**src/rtl/aux_req_pkg.sv**
```systemverilog
package aux_req_pkg;

    localparam int unsigned QUEUE_DEPTH = 16;

    localparam logic [7:0] OFS_CHCLR = 8'h76;
    localparam logic [7:0] OFS_ADR0  = 8'h7D;
    localparam logic [7:0] OFS_ADR1  = 8'h7E;
    localparam logic [7:0] OFS_ADR2  = 8'h7F;
    localparam logic [7:0] OFS_LEN   = 8'h80;
    localparam logic [7:0] OFS_WPUSH = 8'h81;
    localparam logic [7:0] OFS_RPOP  = 8'h82;
    localparam logic [7:0] OFS_CTRL  = 8'h83;
    localparam logic [7:0] OFS_STAT  = 8'h84;
    localparam logic [7:0] CHCLR_KEY = 8'hFF;

    typedef enum logic [2:0] {
        RES_NONE      = 3'd0,
        RES_NACK      = 3'd1,
        RES_DEFER     = 3'd2,
        RES_ACK       = 3'd3,
        RES_INVALID   = 3'd4,
        RES_I2C_NACK  = 3'd5,
        RES_I2C_DEFER = 3'd6,
        RES_TIMEOUT   = 3'd7
    } result_e;

    typedef enum logic [1:0] {
        SQ_IDLE,
        SQ_START,
        SQ_SEND,
        SQ_WAIT
    } seq_e;

    typedef struct packed {
        logic [3:0]  code;
        logic [19:0] addr;
        logic [4:0]  len;
    } req_t;

    function automatic logic [4:0] payload_bytes(input logic [7:0] lenreg);
        return lenreg[7] ? 5'd0 : ({1'b0, lenreg[3:0]} + 5'd1);
    endfunction

    function automatic logic count_is_valid(input result_e r);
        return (r == RES_NACK) || (r == RES_DEFER) || (r == RES_ACK) ||
               (r == RES_I2C_NACK) || (r == RES_I2C_DEFER);
    endfunction

endpackage

```
**src/rtl/aux_byte_fifo.sv**
```systemverilog
module aux_byte_fifo #(
    parameter int unsigned DEPTH = 16
) (
    input  logic                           clk,
    input  logic                           rst,
    input  logic                           clr,
    input  logic                           push,
    input  logic [7:0]                     din,
    input  logic                           pop,
    output logic [7:0]                     dout,
    output logic                           empty,
    output logic [$clog2(DEPTH+1)-1:0]     count
);
    localparam int unsigned AW = (DEPTH > 1) ? $clog2(DEPTH) : 1;
    localparam int unsigned CW = $clog2(DEPTH+1);

    logic [7:0]    mem [DEPTH];
    logic [AW-1:0] wp, rp;
    logic          full, do_push, do_pop;

    assign empty   = (count == '0);
    assign full    = (count == CW'(DEPTH));
    assign do_push = push && !full;
    assign do_pop  = pop && !empty;
    assign dout    = empty ? 8'h00 : mem[rp];

    function automatic logic [AW-1:0] nxt(input logic [AW-1:0] p);
        return (p == AW'(DEPTH-1)) ? '0 : p + AW'(1);
    endfunction

    always_ff @(posedge clk) begin
        if (rst || clr) begin
            wp    <= '0;
            rp    <= '0;
            count <= '0;
        end else begin
            if (do_push) begin
                mem[wp] <= din;
                wp      <= nxt(wp);
            end
            if (do_pop) rp <= nxt(rp);
            if (do_push && !do_pop)      count <= count + CW'(1);
            else if (do_pop && !do_push) count <= count - CW'(1);
        end
    end
endmodule

```
**src/rtl/aux_link_seq.sv**
```systemverilog
module aux_link_seq
    import aux_req_pkg::*;
#(
    parameter int unsigned TIMEOUT_CYCLES = 64
) (
    input  logic       clk,
    input  logic       rst,
    input  logic       abort,
    input  logic       launch,
    input  req_t       req_in,
    input  logic       wf_empty,
    output logic       wf_pop,
    output req_t       req_out,
    output logic       lnk_start,
    output logic       lnk_wvalid,
    input  logic       lnk_rvalid,
    input  logic       lnk_reply_valid,
    input  logic [2:0] lnk_reply_code,
    input  logic [4:0] lnk_reply_count,
    output logic       rf_push,
    output logic       busy,
    output logic       waiting,
    output logic       done,
    output logic [7:0] done_status
);
    localparam int unsigned TW = $clog2(TIMEOUT_CYCLES+1);

    seq_e          state;
    logic [TW-1:0] timer;
    logic          timed_out;
    result_e       rcode;

    assign busy       = (state != SQ_IDLE);
    assign waiting    = (state == SQ_WAIT);
    assign lnk_start  = (state == SQ_START);
    assign lnk_wvalid = (state == SQ_SEND) && !wf_empty;
    assign wf_pop     = lnk_wvalid;
    assign rf_push    = waiting && lnk_rvalid;
    assign rcode      = result_e'(lnk_reply_code);
    assign timed_out  = waiting && !lnk_reply_valid && (timer == TW'(TIMEOUT_CYCLES-1));
    assign done       = waiting && (lnk_reply_valid || timed_out);

    always_comb begin
        if (lnk_reply_valid)
            done_status = {lnk_reply_code, count_is_valid(rcode) ? lnk_reply_count : 5'd0};
        else
            done_status = {RES_TIMEOUT, 5'd0};
    end

    always_ff @(posedge clk) begin
        if (rst || abort) begin
            state   <= SQ_IDLE;
            timer   <= '0;
            req_out <= '0;
        end else begin
            unique case (state)
                SQ_IDLE: if (launch) begin
                    req_out <= req_in;
                    state   <= SQ_START;
                end
                SQ_START: state <= SQ_SEND;
                SQ_SEND: if (wf_empty) begin
                    state <= SQ_WAIT;
                    timer <= '0;
                end
                SQ_WAIT: begin
                    if (done) state <= SQ_IDLE;
                    else      timer <= timer + TW'(1);
                end
                default: state <= SQ_IDLE;
            endcase
        end
    end
endmodule

```
**src/rtl/aux_req_engine.sv**
```systemverilog
module aux_req_engine
    import aux_req_pkg::*;
#(
    parameter int unsigned FIFO_DEPTH     = QUEUE_DEPTH,
    parameter int unsigned TIMEOUT_CYCLES = 64
) (
    input  logic        clk,
    input  logic        rst,
    input  logic [7:0]  reg_addr,
    input  logic [7:0]  reg_wdata,
    input  logic        reg_we,
    input  logic        reg_re,
    output logic [7:0]  reg_rdata,
    output logic        lnk_start,
    output logic [19:0] lnk_addr,
    output logic [3:0]  lnk_code,
    output logic [4:0]  lnk_len,
    output logic        lnk_wvalid,
    output logic [7:0]  lnk_wdata,
    input  logic        lnk_rvalid,
    input  logic [7:0]  lnk_rdata,
    input  logic        lnk_reply_valid,
    input  logic [2:0]  lnk_reply_code,
    input  logic [4:0]  lnk_reply_count
);
    localparam int unsigned CW = $clog2(FIFO_DEPTH+1);

    logic [7:0]    adr0_q, adr1_q, adr2_q, len_q, status_q;
    logic          chan_clr, launch, busy, waiting, done;
    logic          wf_push, wf_pop, wf_empty;
    logic          rf_push, rf_pop, rf_empty;
    logic [7:0]    rf_dout, done_status;
    logic [CW-1:0] wf_count, rf_count;
    req_t          req_new, req_cur;

    assign chan_clr = reg_we && (reg_addr == OFS_CHCLR) && (reg_wdata == CHCLR_KEY);
    assign launch   = reg_we && (reg_addr == OFS_CTRL) && reg_wdata[0] && !busy && !chan_clr;
    assign wf_push  = reg_we && (reg_addr == OFS_WPUSH);
    assign rf_pop   = reg_re && (reg_addr == OFS_RPOP);

    assign req_new.code = adr2_q[7:4];
    assign req_new.addr = {adr2_q[3:0], adr1_q, adr0_q};
    assign req_new.len  = payload_bytes(len_q);

    assign lnk_addr = req_cur.addr;
    assign lnk_code = req_cur.code;
    assign lnk_len  = req_cur.len;

    always_ff @(posedge clk) begin
        if (rst) begin
            adr0_q   <= '0;
            adr1_q   <= '0;
            adr2_q   <= '0;
            len_q    <= '0;
            status_q <= '0;
        end else begin
            if (reg_we) begin
                unique case (reg_addr)
                    OFS_ADR0: adr0_q <= reg_wdata;
                    OFS_ADR1: adr1_q <= reg_wdata;
                    OFS_ADR2: adr2_q <= reg_wdata;
                    OFS_LEN:  len_q  <= reg_wdata;
                    default: ;
                endcase
            end
            if (chan_clr)  status_q <= '0;
            else if (done) status_q <= done_status;
        end
    end

    always_comb begin
        unique case (reg_addr)
            OFS_ADR0: reg_rdata = adr0_q;
            OFS_ADR1: reg_rdata = adr1_q;
            OFS_ADR2: reg_rdata = adr2_q;
            OFS_LEN:  reg_rdata = len_q;
            OFS_RPOP: reg_rdata = rf_dout;
            OFS_CTRL: reg_rdata = {7'd0, busy};
            OFS_STAT: reg_rdata = status_q;
            default:  reg_rdata = 8'h00;
        endcase
    end

    aux_byte_fifo #(.DEPTH(FIFO_DEPTH)) u_wq (
        .clk(clk), .rst(rst), .clr(chan_clr),
        .push(wf_push), .din(reg_wdata), .pop(wf_pop),
        .dout(lnk_wdata), .empty(wf_empty), .count(wf_count)
    );

    aux_byte_fifo #(.DEPTH(FIFO_DEPTH)) u_rq (
        .clk(clk), .rst(rst), .clr(chan_clr),
        .push(rf_push), .din(lnk_rdata), .pop(rf_pop),
        .dout(rf_dout), .empty(rf_empty), .count(rf_count)
    );

    aux_link_seq #(.TIMEOUT_CYCLES(TIMEOUT_CYCLES)) u_seq (
        .clk(clk), .rst(rst), .abort(chan_clr), .launch(launch),
        .req_in(req_new), .wf_empty(wf_empty), .wf_pop(wf_pop),
        .req_out(req_cur), .lnk_start(lnk_start), .lnk_wvalid(lnk_wvalid),
        .lnk_rvalid(lnk_rvalid), .lnk_reply_valid(lnk_reply_valid),
        .lnk_reply_code(lnk_reply_code), .lnk_reply_count(lnk_reply_count),
        .rf_push(rf_push), .busy(busy), .waiting(waiting), .done(done),
        .done_status(done_status)
    );
endmodule

```
**config.mk**
```make
export PLATFORM = sky130hd
export DESIGN_NAME = aux_req_engine
export DESIGN_NICKNAME = d
export VERILOG_FILES = /design/src/rtl/aux_req_pkg.sv /design/src/rtl/aux_byte_fifo.sv /design/src/rtl/aux_link_seq.sv /design/src/rtl/aux_req_engine.sv
export SDC_FILE = /design/constraint.sdc
export NUM_CORES = 1
export LEC_CHECK = 0
export BUFFER_PORTS_ARGS = -buffer_cell sky130_fd_sc_hd__buf_2
export CAP_MARGIN = 25
export CORE_AREA = 4 4 167 169
export DETAILED_ROUTE_END_ITERATION = 6
export DIE_AREA = 0 0 171 173
export PLACE_DENSITY_LB_ADDON = 0.15
export SLEW_MARGIN = 0
export SYNTH_ARGS = -nofsm -noshare
export SYNTH_HDL_FRONTEND = slang
export SYNTH_SLANG_ARGS = --single-unit
```
**constraint.sdc**
```tcl
create_clock -name clk -period 6.1 [get_ports clk]
set_input_delay 0.305 -clock clk [delete_from_list [all_inputs] [get_ports clk]]
set_output_delay 0.305 -clock clk [all_outputs]
set_load 0.03 [all_outputs]
```
==> qor.yml, run 1 <==
finish.utilization: 0.642
synth_area_leaders: "edfxtp_1, dfxtp_1, mux4_2"
max_freq_mhz: 270
synth_xor_area_frac: 0.00982
drive_gt1_frac: 0.202
clk_pin_slew_ps: 60
synth_largest_area_cell: "edfxtp_1"
ys_warn_count: 0
firstDrtPassIters: 5
clk_latency_ps: 520
worstPathArrival_ps: 4140
synth_compound_area_frac: 0.0479
antenna_found_initial: 0
seqCellArea_sq_um: 9930
routed_wirelength_microns: 32800
status: "complete, no violations"
syn-num-nets: 1091
grt_start_max_net_pins: 65
dp_hpwl_microns: 21800
muxShareOfSynthArea: 0.156
layout-area-overhead-vs-synth_pct: 12.5
finalSetupViolations: 0
grt_overflow_total: 0
gp_congestion: 0.878
synth_most_common_cell: "edfxtp_1"
grt_pass1_wl_microns: 50600
cts.htree.levels: 2
ys_seq_elements: 368
crit_path_end_kind: "flip-flop"
synth_edf_count: 256
multi_input_comb_area_sq_um: 4950
max-vdd-ir-drop_v: 0.000250
dieArea_sq_um: 29600
cts_buffers: 38
post-route-min-period_ps: 3710
seq_area_frac_synth: 0.655
routedWlPerCell_microns: 22.2
fp.dieH_microns: 173
cts.sinks: 368
synth_top_family_by_area: "multiplexers"
cp_max_fo: 9
power_leakage_nw: 6.05
fillers: 1970
grt_pass1_vias: 8603
io_pins: 85
place_area_sq_um: 15900
slew_headroom: 0.356
slew_violations: 0
final_hold_viol_count: 0
ys.flop_type: "edfxtp_1"
drt-initial-drc-count: 846
grt_setup_unrepaired: "false"
ant_nets: 0
drc: 0
start_kind: "flip-flop"
place.port_buffers: 84
syn_area_sq_um: 15200
synth_fa_ha_area_frac: 0.0241
power_w: 0.00493
critPathRequiredTime_ps: 6540
die_w_microns: 171
yosysTopAreaCellShare: 0.507
vias: 8831
cts_hold_buffers: 0
post-route-period-util: 0.608
cts_tree: "built"
setup_tns_ps: 0
yosys.cell_types.count: 61
max_slew.worst_pin.slew_ps: 963
worst_hold_path_type: "in -> reg"
clk_path_buf_depth: 3
initial_core_util: 0.571
syn_avg_cell_area_sq_um: 14.8
core-area_sq_um: 26600
fin_area_sq_um: 17100
root_buffer: "clkbuf_16"
drv_cap: 0
synthSimpleGateAreaFrac: 0.0885
grt_usage: 0.222
critical_path_class: "reg -> reg"
async_flop_share: 0
vias_per_cell: 5.97
n_antenna_cell: 0
cts_setup_buffers: 0
rows: 60
powerDensity_nw_per_um2: 289
fin_nets: 1176
ys_top_cells_by_count: "edfxtp_1, dfxtp_1, nor2_1"
synthCells: 1025
finClkSkew_ps: 15.3
cts_resized: 0
path summary, 6_finish.rpt:
kind	from	to	slack, ps	depth (start not counted)
hold / removal	lnk_reply_count[3]	status_q[3]	40	3
setup / recovery	u_wq.count[0]	u_wq.count[4]	2390	12
setup reg to reg	u_wq.count[0]	u_wq.count[4]	2390	12
hold reg to reg	u_seq.req_out[0]	u_seq.req_out[0]	450	2
cell type report:
type                       instances  share of cell area
sequential                       368               0.582
multi-input combinational        583               0.290
clock buffer                      60              0.0654
tap                              341              0.0250
timing repair buffer              95              0.0295
clock inverter                     9             0.00264
inverter                          24             0.00528
metrics by stage:
| step | cells | setup slack (ps) | hold slack, ps |
|---|---|---|---|
| 5_1_grt | 1480 | 2140 | 51.0 |
| 4_1_cts | 1480 | 2390 | 20.2 |
| 3_3_place_gp | 1411 | 2480 | 437 |
| 3_5_place_dp | 1411 | 2420 | 445 |
| 2_1_floorplan | 1025 | 2800 | 404 |
| 6_report | 1480 | 2390 | 36.1 |
routing by layer:
| metal | GRT usage | up-vias | share of wire |
|---|---|---|---|
| met2 | 0.370 | 270 | 0.50 |
| met4 | 0.0409 | 0 | 0.013 |
| met3 | 0.0377 | 37 | 0.056 |
| met5 | 0 | - | 0 |
| met1 | 0.315 | 4451 | 0.43 |
| li1 | - | 4073 | - |
critical path, stage by stage (launching register included):
cell     delay [ps]
dfxtp_1         340
or4_1           630
nor2_1          610
nor2_1          170
inv_1           230
ha_1            260
inv_1           120
ha_1            300
nor2b_1         130
o21a_1          170
or3_1           300
a21oi_1         180
mux2i_1         190
power breakdown:
part           switching [W]  internal [W]  total [W]
registers         0.00000381       0.00267    0.00267
clock network       0.000888       0.00126    0.00214
logic              0.0000865     0.0000291   0.000116
flip-flops by register name (all words and copies together), names as in the netlist, 5 cells and up, named ones only:
name           flops
adr0_q             8
adr1_q             8
adr2_q             8
len_q              8
status_q           8
u_rq.count         5
u_rq.mem         128
u_seq.req_out     29
u_seq.timer        7
u_wq.count         5
u_wq.mem         128
kinds of logic (layout without fill, tap and decap cells):
logic type	after synthesis	after routing
AO/OA/AOI/OAI	111	111
XOR/XNOR	17	17
adder cells (fa/ha/maj)	28	28
buffers and inverters	74	188
flip-flops	368	368
multiplexers	149	149
AND/OR/NAND/NOR	278	278
cell usage in the layout (no fill, tap or decap), drive strengths merged, types with 3 or more instances in the layout:
master  count
and2       17
ha         26
a22oi      10
edfxtp    256
nand3b      4
nor2      112
o22ai       3
dfxtp     112
nor2b      17
xnor2      10
o21ai      18
a21o        7
nand3      19
buf        95
clkbuf     60
nor4        5
clkinv      6
a21oi      40
a221o       3
xor2        7
nand4       7
nor3       14
nand2      47
or3b        3
mux2       12
nand2b      9
and3        3
mux2i      68
inv        26
a31oi       5
or4         3
o221ai      4
or3         8
mux4       69
Note: power is estimated with default switching activity, not from simulation.
==> run 2: changes to the inputs <==
==> constraint.sdc (replaced) <==
create_clock -name clk -period 3.7 [get_ports clk]
set_input_delay 0.185 -clock clk [delete_from_list [all_inputs] [get_ports clk]]
set_output_delay 0.185 -clock clk [all_outputs]
set_load 0.03 [all_outputs]
==> qor.yml, run 2 (synthesized netlist as in run 1, its figures left out) <==
cpPeakStageDelay_ps: 550
r2r_end: "u_wq.count[4]"
dieArea_sq_um: 29600
worstPathArrival_ps: 2950
grt_pass1_vias: 8800
seqCellArea_sq_um: 9930
clk_path_buf_depth: 3
die_w_microns: 171
cts.htree.levels: 2
fillers: 1946
drc: 0
finalSetupViolations: 0
fp.dieH_microns: 173
rows: 60
max_freq_mhz: 319
ant_nets: 0
path_buf_inv: 2
grt_overflow_total: 0
routed_wirelength_microns: 32900
min_path_cells: 1
global_route.usage.met2: 0.364
final_hold_viol_count: 0
routedWlPerCell_microns: 21.8
start_kind: "flip-flop"
power_leakage_nw: 6.18
cts_tree: "built"
crit_family: "multiplexers"
pre_cts_ws_ps: 425
critPathRequiredTime_ps: 3510
globalRouteMet1Util: 0.320
grt_setup_unrepaired: "false"
grt_pass1_wl_microns: 51200
place.port_buffers: 84
r2r_setup_slack_ps: 570
critical_path_class: "reg -> out"
vias: 8861
max_slew.worst_pin.slew_ps: 998
layout-area-overhead-vs-synth_pct: 14.1
worst_hold_path_type: "in -> reg"
slew_violations: 0
path_cells: "buf_4, mux4_2, mux2_2, a21oi_1, o221ai_1, buf_2"
dp_hpwl_microns: 21900
finClkSkew_ps: 11.1
worstReg2RegStart: "u_wq.count[0]"
cts.sinks: 368
drv_cap: 0
powerDensity_nw_per_um2: 473
top_usage_layer: "met2"
fin_ws_ps: 564
reg_top3: "u_rq.mem (128), u_wq.mem (128), u_seq.req_out (29)"
antenna_found_initial: 0
final_cell_mix: "edfxtp_1, nor2_1, dfxtp_1, buf_2, mux4_2"
cts_setup_buffers: 0
crit_path_end_kind: "primary output"
layout_commonest_cell: "edfxtp_1"
io_pins: 85
grt_usage: 0.223
grt_use_met3: 0.0297
cts_resized: 0
root_buffer: "clkbuf_16"
setup_tns_ps: 0
initial_core_util: 0.571
slew_headroom: 0.332
n_antenna_cell: 0
fin_nets: 1203
multi_input_comb_area_sq_um: 4950
clk_latency_ps: 510
post-route-period-util: 0.848
ff2ff_path_depth: 12
vias_per_cell: 5.88
fin_area_sq_um: 17300
cts_hold_buffers: 8
status: "complete, no violations"
holdPathEnd: "u_rq.mem[10][3]"
critPathSlowestCell: "dfxtp_1"
grt_start_max_net_pins: 66
post-route-min-period_ps: 3140
hold_ws_ps: 53.5
core-area_sq_um: 26600
drt-initial-drc-count: 818
clk_pin_slew_ps: 60
hp-start: "lnk_rdata[3]"
cts_buffers: 38
cp_max_fo: 13
max-vdd-ir-drop_v: 0.000479
place_area_sq_um: 16000
firstDrtPassIters: 7
drive_gt1_frac: 0.217
gp_congestion: 0.880
power_w: 0.00819
run 2: changes by cell type in the layout (fill, tap and decap cells not counted):
cell | before | now
buf_4 | 11 | 30
dlygate4sd3_1 | 0 | 8
clkbuf_1 | 16 | 9
clkinv_2 | 0 | 5
clkbuf_8 | 4 | 0
clkinv_1 | 6 | 10
clkinvlp_4 | 1 | 3
bufinv_16 | 0 | 1
clkbuf_16 | 40 | 41
clkinv_4 | 0 | 1
inv_4 | 1 | 0
inv_6 | 1 | 0
run 2: metrics by stage:
| step | instances | utilization |
|---|---|---|
| after global placement | 1430 | 0.604 |
| after CTS | 1508 | 0.651 |
| after global routing | 1508 | 0.651 |
| after detailed placement | 1430 | 0.604 |
| final | 1508 | 0.651 |
| after floorplan | 1025 | - |
run 2: worst max-delay path by stage:
stage | startpoint | end | cells after the start
floorplan | u_wq.count[0] | u_wq.count[4] | 12
global placement | reg_addr[3] | u_rq.count[4] | 12
detailed placement | reg_addr[3] | u_rq.count[4] | 12
CTS | flip-flop | reg_rdata[5] | 6
global route | u_wq.count[0] | u_wq.count[4] | 12
finish | flip-flop | reg_rdata[5] | 6
run 2: report_power, final:
part           switching, W  internal, W  total (W)
clock network       0.00150      0.00209    0.00359
registers        0.00000614      0.00440    0.00441
logic              0.000143    0.0000576   0.000201
run 2: metal layers:
layer	up-vias	wire length [microns]
met5	-	0
met4	0	823
met3	57	1820
met2	276	16200
met1	4397	14000
li1	4131	-
run 2: cell type report:
| cell class | count | area share |
|---|---|---|
| Sequential cell | 368 | 0.574 |
| Timing Repair Buffer | 122 | 0.0419 |
| Clock buffer | 50 | 0.0612 |
| Inverter | 24 | 0.00520 |
| Clock inverter | 20 | 0.00716 |
| Tap cell | 341 | 0.0247 |
| Multi-Input combinational cell | 583 | 0.286 |
